`src/rtl/lvl_irq_ctrl.sv`:
```
module lvl_irq_ctrl #(
  parameter int NSRC  = 12,
  parameter int LVLW  = 2,
  parameter int DEPTH = 4,
  parameter int AW    = 2,
  parameter int DW    = 8,
  parameter int VW    = 16,
  parameter logic [15:0] VBASE = 16'hFFFA
) (
  input  logic            clk,
  input  logic            rst_n,
  input  logic [NSRC-1:0] irq_req,
  input  logic [NSRC-1:0] irq_en,
  input  logic            reg_wr,
  input  logic [AW-1:0]   reg_addr,
  input  logic [DW-1:0]   reg_wdata,
  output logic [DW-1:0]   reg_rdata,
  input  logic            ack,
  input  logic            reti,
  output logic            int_req,
  output logic [VW-1:0]   vec_addr,
  output logic [$clog2(NSRC)-1:0] grant_id,
  output logic [LVLW-1:0] grant_lvl,
  output logic [LVLW-1:0] cur_lvl,
  output logic            in_service,
  output logic            wake
);
  localparam int FPR = DW / LVLW;
  localparam int IDW = $clog2(NSRC);
  localparam int DPW = $clog2(DEPTH + 1);
  localparam int SPW = $clog2(DEPTH);

  logic [LVLW-1:0] lvl_q [NSRC];
  logic [LVLW-1:0] stk_q [DEPTH];
  logic [DPW-1:0]  depth_q;
  logic [NSRC-1:0] cand;
  logic            found;
  logic [LVLW-1:0] best;
  logic [IDW-1:0]  bid;
  logic [LVLW-1:0] top;
  logic            push, pop;

  always_ff @(posedge clk or negedge rst_n) begin
    if (!rst_n) begin
      for (int i = 0; i < NSRC; i++) lvl_q[i] <= '0;
    end else if (reg_wr) begin
      for (int i = 0; i < NSRC; i++)
        if (reg_addr == AW'(i / FPR))
          lvl_q[i] <= reg_wdata[(i % FPR)*LVLW +: LVLW];
    end
  end

  always_comb begin
    reg_rdata = '0;
    for (int i = 0; i < NSRC; i++)
      if (reg_addr == AW'(i / FPR))
        reg_rdata[(i % FPR)*LVLW +: LVLW] = lvl_q[i];
  end

  assign cand = irq_req & irq_en;
  assign wake = |cand;

  always_comb begin
    found = 1'b0;
    best  = '0;
    bid   = '0;
    for (int i = NSRC - 1; i >= 0; i--)
      if (cand[i] && (!found || lvl_q[i] >= best)) begin
        found = 1'b1;
        best  = lvl_q[i];
        bid   = IDW'(i);
      end
  end

  assign top        = (depth_q == '0) ? '0 : stk_q[SPW'(depth_q - 1'b1)];
  assign in_service = (depth_q != '0);
  assign cur_lvl    = top;
  assign int_req    = found && (!in_service || best > top);
  assign grant_id   = int_req ? bid : '0;
  assign grant_lvl  = int_req ? best : '0;
  assign vec_addr   = int_req ? (VBASE - (VW'(bid) << 1)) : '0;

  assign pop  = reti && in_service;
  assign push = ack && int_req && !reti && (depth_q < DPW'(DEPTH));

  always_ff @(posedge clk or negedge rst_n) begin
    if (!rst_n) begin
      depth_q <= '0;
      for (int i = 0; i < DEPTH; i++) stk_q[i] <= '0;
    end else if (pop) begin
      depth_q <= depth_q - 1'b1;
    end else if (push) begin
      stk_q[SPW'(depth_q)] <= best;
      depth_q <= depth_q + 1'b1;
    end
  end

  p_wake_r4: assert property (@(posedge clk) disable iff (!rst_n)
    int_req |-> wake);

  p_offer_beats_r8: assert property (@(posedge clk) disable iff (!rst_n)
    (int_req && in_service) |-> (grant_lvl > cur_lvl));

  p_push_level_r8: assert property (@(posedge clk) disable iff (!rst_n)
    (ack && int_req && !reti) |=> (in_service && cur_lvl == $past(grant_lvl)));

  p_pop_empty_r9: assert property (@(posedge clk) disable iff (!rst_n)
    (reti && !in_service) |=> !in_service);

  p_no_overflow_r10: assert property (@(posedge clk) disable iff (!rst_n)
    (ack && int_req) |-> (depth_q < DPW'(DEPTH)));

  p_idle_vec_r7: assert property (@(posedge clk) disable iff (!rst_n)
    !int_req |-> (vec_addr == '0 && grant_id == '0));
endmodule

```
`config.mk`:
```
export PLATFORM = sky130hd
export DESIGN_NAME = lvl_irq_ctrl
export DESIGN_NICKNAME = d
export VERILOG_FILES = /design/src/rtl/lvl_irq_ctrl.sv
export SDC_FILE = /design/constraint.sdc
export NUM_CORES = 1
export LEC_CHECK = 0
export BUFFER_PORTS_ARGS = -buffer_cell sky130_fd_sc_hd__buf_2
export CAP_MARGIN = 40
export CORE_MARGIN = 1.5
export CORE_UTILIZATION = 50
export DETAILED_ROUTE_END_ITERATION = 12
export PLACE_DENSITY_LB_ADDON = 0.12
export SETUP_SLACK_MARGIN = 0.05
export SLEW_MARGIN = 0
export SYNTH_ARGS = -nofsm -noshare
export SYNTH_HDL_FRONTEND = slang
export SYNTH_SLANG_ARGS = --single-unit
export TNS_END_PERCENT = 50
```
`constraint.sdc`:
```
create_clock -name clk -period 33.2 [get_ports clk]
set_input_delay 6.64 -clock clk [delete_from_list [all_inputs] [get_ports clk]]
set_output_delay 6.64 -clock clk [all_outputs]
set_load 0.01 [all_outputs]
```
==> flow_metrics.tcl <==
set metrics [dict create \
    outcome "completed" \
    portBuffers 72 \
    seq_area_um2 875.8 \
    max_slew_margin_pct 32.18 \
    io_pins 74 \
    fin_util_pct 59.80 \
    crit_slowest_cell "a41oi_1" \
    grt-ovfl-total 0 \
    leakage_nw 1.751 \
    final_layout_size_suffix_gt1_share_pct 27.78 \
    grt_util_all_layers_pct 24.69 \
    cpMostUsedCell "ha_1" \
    wl_um 7967 \
    clk_latency_ns 0.28 \
    hold_violations 0 \
    cts_root_buf "clkbuf_8" \
    std_cell_rows 28 \
    regToRegStartpoint "lvl_q[0]" \
    placed_cell_area_um2 3482 \
    drv_slew 0 \
    grt_setup_unrepaired "false" \
    first_global_vias 2698 \
    fin_crit_ns 29.45 \
    place.gp.congestion 0.9207 \
    synth_top_cells_by_area "dfrtp_1 (28%), ha_1 (10%), mux2_2 (7.5%)" \
    whs_path_depth 2 \
    yosys.area.top_type "dfrtp_1" \
    ant_nets 0 \
    cts.clk_slew.worst_paths_ns 0.07 \
    ys_seq_elements 35 \
    setup_viol 0 \
    arrival_ns 22.81 \
    fin_setup_tns_ns 0 \
    end_kind "output port" \
    antenna_found_initial 0 \
    max_freq_ghz 0.03395 \
    vdd_drop_max_mv 0.09838 \
    worstPathRequired_ns 26.56 \
    die_y_um 82.30 \
    fill_cells 588 \
    ff2ff_setup_slack_ns 16.11 \
    syn-cell-area_um2 3144 \
    synthArstFlopShare_pct 100.0 \
    path_class "in -> out" \
    cts_buffer_depth 2 \
    nets 496 \
    worst_slew_pin_slew_ns 1.017 \
    cts_buffers 5 \
    postCtsSetupBuffers 0 \
    reg2reg_to "depth_q[1]" \
    skew_ns 0.004253 \
    core_area_um2 5991 \
    grt_pass1_wl_um 12630 \
    hold_path.class "reg -> reg" \
    fin_area_um2 3582 \
    synthDistinctLibCells 67 \
    synth_edf_count 0 \
    yosysWarnings 0 \
    vias 2909 \
    initialDrtViolationCount 125 \
    cts-resized-gates 0 \
    crit_path_max_fanout 13 \
    tritoncts "built" \
    dieArea_um2 6773 \
    area_growth_pct 13.93 \
    grt_max_degree 36 \
    synthCells 370 \
    cap_viol_max_count 0 \
    holdPathEnd "stk_q[1]" \
    htree_levels 2 \
    timing.final.crit_share_pct 88.71 \
    synth_top_area_share_pct 27.86 \
    die_x_um 82.30 \
    viasPerCell 5.738 \
    dr.pass1.iters 4 \
    start_util_pct 52.49 \
    clock-sinks 35 \
    min_from "stk_q[1]" \
    drc 0 \
    ys.flop_type "dfrtp_1" \
    avgSynthCellArea_um2 8.498 \
    yosysSeqAreaShare_pct 27.86 \
    cp-start-kind "input pin" \
    diodes 0 \
    multi_input_area_um2 2046 \
    worst_slack_ns 3.747 \
    preCtsSetupSlack_ns 3.863 \
    rr_worst_depth 81 \
    synth.net_count 435 \
    routedWlPerCell_um 15.71 \
    dpl.hpwl_um 6325 \
    slowest_delay_ns 0.49 \
    powerDensity_nw_per_um2 86.18 \
    cts_hold_buf 0 \
]
power breakdown:
group / internal, mW / total [mW] / switching, mW
clock network: 0.0189 / 0.0338 / 0.0148
logic: 0.0875 / 0.207 / 0.120
registers: 0.0543 / 0.0678 / 0.0135
how the worst max path moves through the flow:
stage                     start          end  depth (start not counted)
finish              irq_req[11]  grant_id[0]                         79
global route        irq_req[11]  grant_id[1]                         80
CTS                 irq_req[11]  grant_id[0]                         79
detailed placement  irq_req[11]  grant_id[0]                         79
global placement    irq_req[11]  grant_id[0]                         79
floorplan           irq_req[11]  vec_addr[2]                         79
through the flow:
| step | hold WS [ns] | power (mW) | instances |
|---|---|---|---|
| floorplan | 0.4444 | 0.2375 | 370 |
| global placement | 0.4583 | 0.2713 | 498 |
| detailed placement | 0.4724 | 0.2764 | 499 |
| CTS | 0.4879 | 0.3114 | 507 |
| global route | 0.5152 | 0.3448 | 507 |
| finish | 0.4846 | 0.3087 | 507 |
kinds of logic after synthesis:
group / count (synthesis) / share of synthesized area (%)
DFF: 35 / 27.86
xor gates and xnor gates: 3 / 0.8358
buffers and inverters: 45 / 7.083
other: 1 / 0.1193
AOI/OAI and AO/OA: 92 / 21.77
adders and majority gates: 27 / 10.66
muxes: 33 / 11.90
and+or+nand+nor: 134 / 19.78
worst max-delay path, delay by kind of cell:
kind            cells  cell delay [ns]
compound gates     25             5.82
simple gates       32             5.41
fa+ha+maj          13             3.35
mux                 2             0.78
buf+inv             7             0.74
cells in the mapped netlist, drive strengths merged, types with 4 or more instances:
master  count
a211oi     10
a21o        6
a21oi      12
a221oi      4
and2        5
buf        14
clkbuf      6
dfrtp      35
ha         26
inv        25
mux2       22
mux2i      10
nand2      53
nand2b     11
nand3      10
nor2       28
nor3       10
o21ai      31
registers in the layout, summed over array words and instances, names as in the netlist:
register and cells:
depth_q 3, lvl_q 24, stk_q 8
area by class of cell:
cell class                      count  share of cell area (%)
Multi-Input combinational cell    290                   57.11
Clock buffer                        8                   2.794
Tap cell                           75                   2.620
Sequential cell                    35                   24.45
Inverter                           25                   2.620
Timing Repair Buffer               74                   10.41
per-layer routing:
layer  vias up  global-route usage [%]  wire (um)
li1       1447                       -          -
met5         -                       0          0
met4         0                   5.424         68
met2        55                   40.98       3700
met3         6                   3.407        289
met1      1401                   34.07       3909
cells in the final DEF, fill, tap and decap left out, types with 2 or more instances in the layout:
cell type,synthesis,layout
and3_1,3,3
a31oi_1,3,3
nand2b_1,11,11
a22oi_1,2,2
clkbuf_8,0,7
or2_2,2,2
nor3_1,10,10
dfrtp_1,35,35
a211oi_1,8,8
nor2_1,27,27
inv_1,25,25
nor3b_1,2,2
xnor2_1,2,2
a21oi_1,11,11
ha_1,26,26
a221oi_1,3,3
a21o_1,5,5
buf_2,1,73
nand3_1,10,10
nor2b_1,3,3
a2bb2oi_1,2,2
o21ai_1,4,4
o21ai_0,26,26
mux2_2,21,21
nand2_1,53,53
a21boi_0,2,2
nand4_1,2,2
a211oi_2,2,2
and2_1,5,5
mux2i_1,10,10
Power figures use the tool's default switching activity.
